`src/rtl/spi_mon_pkg.sv`:
```
package spi_mon_pkg;

  typedef enum logic [2:0] {
    OP_RDREG   = 3'b000,
    OP_RDBUF   = 3'b001,
    OP_WRREG   = 3'b010,
    OP_WRBUF   = 3'b011,
    OP_SETBITS = 3'b100,
    OP_CLRBITS = 3'b101,
    OP_UNDEF   = 3'b110,
    OP_RESET   = 3'b111
  } mon_op_e;

  typedef struct packed {
    logic unknown_op;
    logic bad_len;
    logic bad_hdr;
  } mon_err_t;

  // Length class of a frame, computed once in the top.
  typedef struct packed {
    logic one;
    logic two;
    logic three;
    logic ge_two;
  } len_cls_t;

  function automatic mon_err_t check_frame(input logic [7:0] hdr, input len_cls_t lc,
                                           input logic [7:0] rdbuf_hdr,
                                           input logic [7:0] wrbuf_hdr);
    mon_err_t e;
    e = '0;
    case (mon_op_e'(hdr[7:5]))
      OP_RDREG:                     e.bad_len = !(lc.two || lc.three);
      OP_WRREG, OP_SETBITS, OP_CLRBITS: e.bad_len = !lc.two;
      OP_RESET:                     e.bad_len = !lc.one;
      OP_RDBUF:                     e.bad_hdr = (hdr != rdbuf_hdr);
      OP_WRBUF:                     e.bad_hdr = (hdr != wrbuf_hdr);
      default:                      e.unknown_op = 1'b1;
    endcase
    return e;
  endfunction

  function automatic logic is_reg_access(input logic [2:0] op);
    case (mon_op_e'(op))
      OP_RDREG, OP_WRREG, OP_SETBITS, OP_CLRBITS: return 1'b1;
      default:                                    return 1'b0;
    endcase
  endfunction

  function automatic logic [7:0] pick_data(input logic [2:0] op, input len_cls_t lc,
                                           input logic [7:0] mosi1,
                                           input logic [7:0] miso1,
                                           input logic [7:0] miso2);
    case (mon_op_e'(op))
      OP_RDREG:                         return lc.three ? miso2 : miso1;
      OP_RDBUF:                         return lc.ge_two ? miso1 : 8'h00;
      OP_WRBUF:                         return lc.ge_two ? mosi1 : 8'h00;
      OP_WRREG, OP_SETBITS, OP_CLRBITS: return mosi1;
      default:                          return 8'h00;
    endcase
  endfunction

endpackage

```
`src/rtl/spi_mon_sync.sv`:
```
module spi_mon_sync #(
  parameter int              WIDTH   = 4,
  parameter int              STAGES  = 2,
  parameter logic [WIDTH-1:0] RST_VAL = '0
) (
  input  logic             clk,
  input  logic             rst_n,
  input  logic [WIDTH-1:0] d_async,
  output logic [WIDTH-1:0] d_sync
);
  logic [WIDTH-1:0] chain [STAGES];

  for (genvar s = 0; s < STAGES; s++) begin : g_stage
    always_ff @(posedge clk or negedge rst_n) begin
      if (!rst_n) chain[s] <= RST_VAL;
      else if (s == 0) chain[s] <= d_async;
      else chain[s] <= chain[(s == 0) ? 0 : s-1];
    end
  end

  assign d_sync = chain[STAGES-1];
endmodule

```
`src/rtl/spi_mon_deser.sv`:
```
module spi_mon_deser #(
  parameter int BYTE_W = 8
) (
  input  logic              clk,
  input  logic              rst_n,
  input  logic              cs_n_s,
  input  logic              sclk_s,
  input  logic              mosi_s,
  input  logic              miso_s,
  output logic              cs_active,
  output logic              frame_start,
  output logic              frame_end,
  output logic              byte_done,
  output logic [BYTE_W-1:0] mosi_byte,
  output logic [BYTE_W-1:0] miso_byte
);
  localparam int BIT_CW = $clog2(BYTE_W);

  logic              csn_q, sclk_q, sclk_rise, last_bit;
  logic [BIT_CW-1:0] bit_cnt;
  logic [BYTE_W-2:0] sh_mosi, sh_miso;

  assign cs_active   = ~cs_n_s;
  assign frame_start = csn_q & ~cs_n_s;
  assign frame_end   = ~csn_q & cs_n_s;
  assign sclk_rise   = cs_active & sclk_s & ~sclk_q;
  assign last_bit    = (bit_cnt == BIT_CW'(BYTE_W-1));

  always_ff @(posedge clk or negedge rst_n) begin
    if (!rst_n) begin
      csn_q     <= 1'b1;
      sclk_q    <= 1'b0;
      bit_cnt   <= '0;
      sh_mosi   <= '0;
      sh_miso   <= '0;
      byte_done <= 1'b0;
      mosi_byte <= '0;
      miso_byte <= '0;
    end else begin
      csn_q     <= cs_n_s;
      sclk_q    <= sclk_s;
      byte_done <= 1'b0;
      if (frame_start || frame_end) begin
        bit_cnt <= '0;  // a partial byte at the end is dropped here
      end else if (sclk_rise) begin
        sh_mosi <= {sh_mosi[BYTE_W-3:0], mosi_s};
        sh_miso <= {sh_miso[BYTE_W-3:0], miso_s};
        if (last_bit) begin
          bit_cnt   <= '0;
          byte_done <= 1'b1;
          mosi_byte <= {sh_mosi, mosi_s};
          miso_byte <= {sh_miso, miso_s};
        end else begin
          bit_cnt <= bit_cnt + 1'b1;
        end
      end
    end
  end
endmodule

```
`src/rtl/spi_mon_bank.sv`:
```
module spi_mon_bank
  import spi_mon_pkg::*;
#(
  parameter logic [4:0] BANK_ADDR = 5'h1F
) (
  input  logic       clk,
  input  logic       rst_n,
  input  logic       upd,
  input  logic [2:0] op,
  input  logic [4:0] addr,
  input  logic [1:0] data,
  output logic [1:0] bank_val,
  output logic [1:0] bank_known
);
  logic hit;
  assign hit = upd && (addr == BANK_ADDR);

  for (genvar i = 0; i < 2; i++) begin : g_bit
    always_ff @(posedge clk or negedge rst_n) begin
      if (!rst_n) begin
        bank_val[i]   <= 1'b0;
        bank_known[i] <= 1'b0;
      end else if (hit) begin
        case (mon_op_e'(op))
          OP_WRREG: begin
            bank_val[i]   <= data[i];
            bank_known[i] <= 1'b1;
          end
          OP_SETBITS: if (data[i]) begin
            bank_val[i]   <= 1'b1;
            bank_known[i] <= 1'b1;
          end
          OP_CLRBITS: if (data[i]) begin
            bank_val[i]   <= 1'b0;
            bank_known[i] <= 1'b1;
          end
          default: ;
        endcase
      end
    end
  end
endmodule

```
`src/rtl/spi_cmd_monitor.sv`:
```
module spi_cmd_monitor
  import spi_mon_pkg::*;
#(
  parameter int         SYNC_STAGES = 2,
  parameter int         LEN_W       = 8,
  parameter logic [4:0] BANK_ADDR   = 5'h1F,
  parameter logic [7:0] RDBUF_HDR   = 8'h3A,
  parameter logic [7:0] WRBUF_HDR   = 8'h7A
) (
  input  logic             clk,
  input  logic             rst_n,
  input  logic             spi_cs_n,
  input  logic             spi_sclk,
  input  logic             spi_mosi,
  input  logic             spi_miso,
  output logic             frame_valid,
  output logic [2:0]       frame_op,
  output logic [4:0]       frame_addr,
  output logic [1:0]       frame_bank,
  output logic             frame_bank_known,
  output logic [LEN_W-1:0] frame_len,
  output logic [7:0]       frame_data,
  output logic             err_unknown_op,
  output logic             err_length,
  output logic             err_header,
  output logic             warn_bank_unknown
);
  localparam logic [LEN_W-1:0] LEN_MAX = '1;

  logic [3:0] bus_s;
  logic       cs_active, frame_start, frame_end, byte_done;
  logic [7:0] mosi_byte, miso_byte;
  logic [LEN_W-1:0] len_q;
  logic [7:0] hdr_q, mosi1_q, miso1_q, miso2_q;
  logic [1:0] bank_val, known_bits;

  spi_mon_sync #(.WIDTH(4), .STAGES(SYNC_STAGES), .RST_VAL(4'b1000)) u_sync (
    .clk(clk), .rst_n(rst_n),
    .d_async({spi_cs_n, spi_sclk, spi_mosi, spi_miso}),
    .d_sync(bus_s)
  );

  spi_mon_deser #(.BYTE_W(8)) u_deser (
    .clk(clk), .rst_n(rst_n),
    .cs_n_s(bus_s[3]), .sclk_s(bus_s[2]), .mosi_s(bus_s[1]), .miso_s(bus_s[0]),
    .cs_active(cs_active), .frame_start(frame_start), .frame_end(frame_end),
    .byte_done(byte_done), .mosi_byte(mosi_byte), .miso_byte(miso_byte)
  );

  // Frame accumulation
  always_ff @(posedge clk or negedge rst_n) begin
    if (!rst_n) begin
      len_q   <= '0;
      hdr_q   <= '0;
      mosi1_q <= '0;
      miso1_q <= '0;
      miso2_q <= '0;
    end else if (frame_start) begin
      len_q <= '0;
    end else if (byte_done) begin
      if (len_q == LEN_W'(0)) hdr_q <= mosi_byte;
      if (len_q == LEN_W'(1)) begin
        mosi1_q <= mosi_byte;
        miso1_q <= miso_byte;
      end
      if (len_q == LEN_W'(2)) miso2_q <= miso_byte;
      if (len_q != LEN_MAX) len_q <= len_q + 1'b1;
    end
  end

  // Classification, named for the checker
  len_cls_t   lcls;
  mon_err_t   errs;
  logic       frame_done, frame_clean, bank_upd, bank_load_full, reg_access;
  logic [7:0] data_sel;

  assign lcls.one    = (len_q == LEN_W'(1));
  assign lcls.two    = (len_q == LEN_W'(2));
  assign lcls.three  = (len_q == LEN_W'(3));
  assign lcls.ge_two = (len_q >= LEN_W'(2));

  assign errs           = check_frame(hdr_q, lcls, RDBUF_HDR, WRBUF_HDR);
  assign frame_done     = frame_end && (len_q != '0);
  assign frame_clean    = (errs == '0);
  assign bank_upd       = frame_done && frame_clean;
  assign bank_load_full = bank_upd && (hdr_q[7:5] == OP_WRREG) && (hdr_q[4:0] == BANK_ADDR);
  assign reg_access     = is_reg_access(hdr_q[7:5]);
  assign data_sel       = frame_clean ? pick_data(hdr_q[7:5], lcls, mosi1_q, miso1_q, miso2_q)
                                      : 8'h00;

  spi_mon_bank #(.BANK_ADDR(BANK_ADDR)) u_bank (
    .clk(clk), .rst_n(rst_n), .upd(bank_upd),
    .op(hdr_q[7:5]), .addr(hdr_q[4:0]), .data(mosi1_q[1:0]),
    .bank_val(bank_val), .bank_known(known_bits)
  );

  // Frame report
  always_ff @(posedge clk or negedge rst_n) begin
    if (!rst_n) begin
      frame_valid       <= 1'b0;
      frame_op          <= '0;
      frame_addr        <= '0;
      frame_bank        <= '0;
      frame_bank_known  <= 1'b0;
      frame_len         <= '0;
      frame_data        <= '0;
      err_unknown_op    <= 1'b0;
      err_length        <= 1'b0;
      err_header        <= 1'b0;
      warn_bank_unknown <= 1'b0;
    end else begin
      frame_valid <= frame_done;
      if (frame_done) begin
        frame_op          <= hdr_q[7:5];
        frame_addr        <= hdr_q[4:0];
        frame_bank        <= bank_val;
        frame_bank_known  <= &known_bits;
        frame_len         <= len_q;
        frame_data        <= data_sel;
        err_unknown_op    <= errs.unknown_op;
        err_length        <= errs.bad_len;
        err_header        <= errs.bad_hdr;
        warn_bank_unknown <= frame_clean && reg_access && !(&known_bits);
      end
    end
  end
endmodule

```
`config.mk`:
```
export PLATFORM = sky130hd
export DESIGN_NAME = spi_cmd_monitor
export DESIGN_NICKNAME = d
export VERILOG_FILES = /design/src/rtl/spi_mon_pkg.sv /design/src/rtl/spi_mon_sync.sv /design/src/rtl/spi_mon_deser.sv /design/src/rtl/spi_mon_bank.sv /design/src/rtl/spi_cmd_monitor.sv
export SDC_FILE = /design/constraint.sdc
export NUM_CORES = 1
export LEC_CHECK = 0
export CORE_UTILIZATION = 45
export CTS_CLUSTER_DIAMETER = 60
export DETAILED_ROUTE_END_ITERATION = 6
export GPL_ROUTABILITY_DRIVEN = 0
export PLACE_DENSITY = 0.61
export SLEW_MARGIN = 40
export SYNTH_ARGS = -nofsm -noshare
export SYNTH_HDL_FRONTEND = slang
export SYNTH_SLANG_ARGS = --single-unit
export TNS_END_PERCENT = 5
```
`constraint.sdc`:
```
create_clock -name clk -period 5.2 [get_ports clk]
set_clock_uncertainty 0.05 [all_clocks]
set_input_delay 0.78 -clock clk [delete_from_list [all_inputs] [get_ports clk]]
set_output_delay 0.78 -clock clk [all_outputs]
set_load 0.05 [all_outputs]
```
# Yosys cells after proc, flatten, opt, wreduce, memory -nomap -nowiden

Cells that the tools add are included.

Register bits after elaboration: 120
Bits in latches: 0
RAM bits: 0
ROM bits: 0
Output and inout port bits: 32
Logic and storage cells: 123
Memories kept: 0

$add $sub $neg: 2
Multipliers: 0
Div/mod/pow operators: 0
$lt $le $gt $ge: 1
Equality and inequality tests: 20
Shift-type cells: 0
Muxes and demuxes: 26
Bitwise gates (word level): 9
Reductions and logical operators: 35

Operator list:

| operator              | count |
|---|---|
| $mux W8               | 7 |
| $pmux W8 S4           | 1 |
| $reduce_and A3 Y1     | 6 |
| $eq A8 B2 Y1 const B  | 2 |
| $eq A3 B3 Y1 const B  | 4 |
| $mux W1               | 9 |
| $mux W3               | 3 |
| $pmux W1 S3           | 3 |
| $add A8 B1 Y8 const B | 1 |
| $eq A8 B1 Y1 const B  | 1 |
| $ge A8 B2 Y1 const B  | 1 |
| $logic_not A8 Y1      | 1 |
| $ne A2 B2 Y1 const B  | 4 |
| $ne A8 B6 Y1 const B  | 1 |
| $ne A8 B7 Y1 const B  | 1 |
| $ne A8 B8 Y1 const B  | 1 |
| $reduce_and A4 Y1     | 2 |
| $reduce_bool A2 Y1    | 4 |
| $reduce_bool A8 Y1    | 1 |
| $reduce_or A7 Y1      | 1 |
| $eq A3 B2 Y1 const B  | 2 |
| $logic_not A3 Y1      | 2 |
| $pmux W1 S2           | 3 |
| $reduce_and A2 Y1     | 3 |
| 13 further kinds      | 29 |

# Longest topological paths before layout

Depth in word-level cells: 8
Gate-level depth with buffers: 10

# Hierarchy

From an unflattened synthesis, not the netlist that was laid out.

Cell total of the unflattened synthesis: 429
Area, all modules: 5360.1 µm²

By module, submodules not included:

| module          | times used | cells an instance | area an instance (µm²) | sequential area each (µm²) |
|---|---|---|---|---|
| spi_cmd_monitor | 1          | 300               | 3364.5                 | 1801.7 |
| spi_mon_deser   | 1          | 86                | 1466.4                 | 902.1 |
| spi_mon_bank    | 1          | 31                | 296.5                  | 100.1 |
| spi_mon_sync    | 1          | 12                | 232.7                  | 202.7 |

# Worst setup path before layout

OpenSTA, ideal clock, no wires.

Path kind: register to register
Start point: reg u_deser.csn_q
End point: reg u_deser.miso_byte[0]
Arrival: 1.826 ns
Slack: 3.200 ns
Cell stages (with the launch flop): 8
Cells stage by stage: dfstp_2 > inv_1 > ha_1 > and2_1 > buf_2 > nand2_2 > buf_2 > mux2_2

Cells in the longest elaborated chain, start to end: 5
Elaborated cells on any way between the ends: 6
Those cells by class: bitwise: 4; reduce/logical: 2

Ends and longest elaborated chain:

| item                            | RTL line            | RTL |
|---|---|---|
| start, declared                 | spi_mon_deser.sv:19 | `logic csn_q, sclk_q, sclk_rise, last_bit;` |
| start signal, assigned          | spi_mon_deser.sv:40 | `csn_q <= cs_n_s;` |
| $not A1 Y1                      | spi_mon_deser.sv:25 | `assign frame_end = ~csn_q & cs_n_s;` |
| $and A1 B1 Y1                   | spi_mon_deser.sv:25 |  |
| $logic_or A1 B1 Y1 (*)          | spi_mon_deser.sv:43 | `if (frame_start \|\| frame_end) begin` |
| $not A1 Y1 (no line) (*)        | n/a                 |  |
| $reduce_and A3 Y1 (no line) (*) | n/a                 |  |
| end signal, assigned            | spi_mon_deser.sv:52 | `miso_byte <= {sh_miso, miso_s};` |
| end, declared                   | spi_mon_deser.sv:15 | `output logic [BYTE_W-1:0] miso_byte` |

Mark *: on every way between the ends. The rest lies on a longest branch, timed or not.
A chain may end at the register's enable or synchronous reset.

# Worst setup path after layout

Start point: reg frame_data[7]
End point: out frame_data[7]

RTL lines:

| item                   | RTL line               | RTL |
|---|---|---|
| start, declared        | spi_cmd_monitor.sv:22  | `output logic [7:0] frame_data,` |
| start signal, assigned | spi_cmd_monitor.sv:119 | `frame_data <= data_sel;` |

No word-level cell between the ends.

==> summary.md <==
| Metric | Value |
|---|---|
| Status | `finished clean` |
| Area of the multi-input gates | `approximately 2000 um^2` |
| CP Launch Type | `flop` |
| CTS Root Cell | `clkbuf_16` |
| Ys Warns | `0` |
| Final Slew Violations | `0` |
| Max clock buf depth | `2` |
| Sw frac | `0.191` |
| Worst skew pair latency | `0.40 ns` |
| Antenna violations before repair | `0` |
| Drt drc | `0` |
| Synth Flop Type | `dfrtp_1` |
| Clock power share | `0.545` |
| Fill cell count | `931` |
| Vias in the first global route | `3,314` |
| Power per cell area | `378 nW/um^2` |
| Distinct cells, synth | `55` |
| Wirelength, routed | `~10000 um` |
| Slowest cell on crit path | `clkdlybuf4s50_1` |
| Antenna viol nets, final | `0` |
| Critical path required time | `4.37 ns` |
| CP Class | `reg2out` |
| First-pass GRT wire length | `approximately 17,000 um` |
| Min Tclk post-route | `2.44 ns` |
| Seq cells post-synth | `120` |
| Int Power | `1890 uW` |
| Storage cell area | `3010 um^2` |
| P_leak | `approximately 0.0029 uW` |
| Syn avg cell area | `12.8 um^2` |
| Largest net degree at the start of global routing | `72` |
| Post-synthesis sequential area ratio | `0.591` |
| Asr flop ratio synth | `1.00` |
| Comb power frac | `0.027` |
| Core footprint | `10,900 um^2` |
| F_max | `409 MHz` |
| Die W | `108 um` |
| Dpl hpwl | `6630 um` |
| Worst Tran Pin Value | `0.871 ns` |
| Buf+Inv Stages, Crit Path | `1` |
| Final Hold Fails | `0` |
| # rows | `38` |
| CTS Hold Bufs | `0` |
| Die Ht | `~110 um` |
| Reg clk slew, reported paths | `~0.060 ns` |
| Avg Vias per Cell | `between 5 and 6` |
| Htree depth | `4` |
| Global-route usage over all layers | `0.193` |
| Mapped Nets | `412` |
| Psw | `447 uW` |
| Final setup viols | `0` |
| Share of layout cells above drive strength 1 | `0.240` |
| Post-CTS setup repair buffer count | `0` |
| Number of gates resized after CTS | `0` |
| Path type of the worst min-delay path | `reg2reg` |
| Maximum vdd ir drop | `slightly below 0.2 mV` |
| Setup TNS | `0 ns` |
| Max stage delay on crit path | `~0.82 ns` |
| Number of synthesized flops with an enable pin | `0` |
| Crit share post-route | `0.470` |
| Mapped Area | `5090 um^2` |
| Routed WL per cell | `16.9 um` |
| Worst Setup End Kind | `primary output` |
| Sequential share of power | `0.428` |
| Nets | `452` |
| Starting density of the core | `0.465` |
| Post-layout util | `0.566` |
| CP top delay family | `buffers and inverters` |
| Setup ws final | `2.76 ns` |
| Area grow syn2layout | `21.7%` |
| DR pass1 iterations | `7` |
| Antenna diodes | `0` |
| Worst slew margin | `0.417` |
| Buffers on Ports | `37` |
| Vias | `between 3,000 and 4,000` |
| Mapped Cells | `398` |
| Die area | `11,700 um^2` |
| TritonCTS buffer count | `17` |
| Clk sinks | `120` |
| I/O pin count | `38` |
| Unrepaired setup endpoints after global routing | `false` |
| Arr. time, crit path | `approximately 1.6 ns` |
| CTS tree | `built` |
| Worst slack, placed | `between 2 and 3 ns` |
| Critical path, cell by cell | `clkdlybuf4s50_1` |
| Aggregate global routing overflow | `0` |
| 1st-iter DRT viols | `around 180` |
| Max cap viols | `0` |
| Crit path max fanout | `3` |
==> per-layer routing <==
layer | share of wire | vias to the layer above | GRT usage
met5 | 0 | - | 0
met4 | 0.014 | 0 | 0.0820
met3 | 0.036 | 12 | 0.0476
met2 | 0.49 | 63 | 0.294
met1 | 0.46 | 1622 | 0.263
li1 | - | 1497 | -
==> final timing paths <==
| check | from | to | slack (ns) | depth (start not counted) |
|---|---|---|---|---|
| setup / recovery | frame_data[7]$_DFFE_PN0P_ | frame_data[7] | 2.76 | 1 |
| hold / removal | u_sync.chain[4]$_DFF_PN0_ | u_sync.d_sync[0]$_DFF_PN0_ | 0.29 | 0 |
| setup reg to reg | u_deser.csn_q$_DFF_PN1_ | u_deser.miso_byte[5]$_DFFE_PN0P_ | 2.78 | 5 |
| hold reg to reg | u_sync.chain[4]$_DFF_PN0_ | u_sync.d_sync[0]$_DFF_PN0_ | 0.29 | 0 |
| max in group asynchronous | rst_n | frame_op[1]$_DFFE_PN0P_ | 3.67 | 2 |
| min in group asynchronous | rst_n | frame_len[7]$_DFFE_PN0P_ | 0.32 | 1 |
==> metrics by stage <==
step           hold slack [ns]  instance area [um^2]  std cells  total power, uW
2_1_floorplan            0.281                  5090        398             1040
3_3_place_gp             0.284                  5530        559             1080
3_5_place_dp             0.286                  5550        559             1080
4_1_cts                  0.298                  6190        590             2360
5_1_grt                  0.304                  6190        590             2420
6_report                 0.295                  6190        590             2340
==> sequential cells by signal, indices dropped and copies added, names as in the netlist, 2 cells and up <==
name,count
frame_addr,5
frame_bank,2
frame_data,8
frame_len,8
frame_op,3
hdr_q,8
len_q,8
miso1_q,8
miso2_q,8
mosi1_q,8
u_bank.bank_known,2
u_bank.bank_val,2
u_deser.bit_cnt,3
u_deser.miso_byte,8
u_deser.mosi_byte,8
u_deser.sh_miso,7
u_deser.sh_mosi,7
u_sync.chain,4
u_sync.d_sync,4
==> cell families (layout without fill, tap and decap cells) <==
logic type / Yosys count / count (layout) / synth area share
fa+ha+maj: 8 / 8 / 0.0197
simple gates: 115 / 115 / 0.115
xor+xnor: 7 / 7 / 0.0121
flops: 120 / 120 / 0.591
buf+inv: 26 / 78 / 0.0268
compound gates: 56 / 56 / 0.0827
mux: 66 / 66 / 0.153
==> cell usage in the layout, fill, tap and decap left out, drive strengths merged, types with 3 or more instances in the layout <==
cell             n
a22oi           17
a32oi            8
bufinv           5
clkbuf          23
clkdlybuf4s50   36
dfrtp          117
dfstp            3
ha               8
inv              9
mux2            62
mux2i            4
nand2           69
nand2b           3
nand3b           3
nor2            15
nor2b            5
nor3b            3
o211ai           6
o21ai            7
o31ai            3
xnor2            3
xor2             4
==> cell usage after synthesis (3+ instances only) <==
master / count / share of area
clkbuf_1: 3 / 0.0022
o211ai_1: 6 / 0.0089
xnor2_1: 3 / 0.0052
inv_1: 9 / 0.0066
nand2_2: 3 / 0.0037
mux2_4: 10 / 0.030
a32oi_1: 8 / 0.014
nand2_1: 65 / 0.048
a22oi_1: 17 / 0.025
mux2_2: 52 / 0.12
o21ai_0: 6 / 0.0059
nor2b_1: 5 / 0.0062
nand2b_1: 3 / 0.0037
nand3b_1: 3 / 0.0044
ha_1: 8 / 0.020
o31ai_1: 3 / 0.0044
nor2_1: 15 / 0.011
buf_2: 9 / 0.0089
xor2_1: 4 / 0.0069
dfrtp_1: 117 / 0.58
dfstp_2: 3 / 0.015
mux2i_1: 4 / 0.0079
==> cell type report <==
class | instances | area share
Clock inverter | 8 | 0.0271
Sequential cell | 120 | 0.486
Multi-Input combinational cell | 252 | 0.315
Timing Repair Buffer | 38 | 0.0612
Tap cell | 140 | 0.0283
Inverter | 9 | 0.00546
Clock buffer | 23 | 0.0772
==> power by group through the flow <==
stage / Clock (uW) / Combinational, uW / Sequential, uW
after global placement: 0 / 63.5 / 1010
after global routing: 1340 / 73.3 / 1000
final: 1270 / 64.2 / 999
after floorplan: 0 / 38.1 / 1010
after CTS: 1290 / 67.1 / 1000
after detailed placement: 0 / 66.6 / 1020
Note: power is estimated with default switching activity, not from simulation.
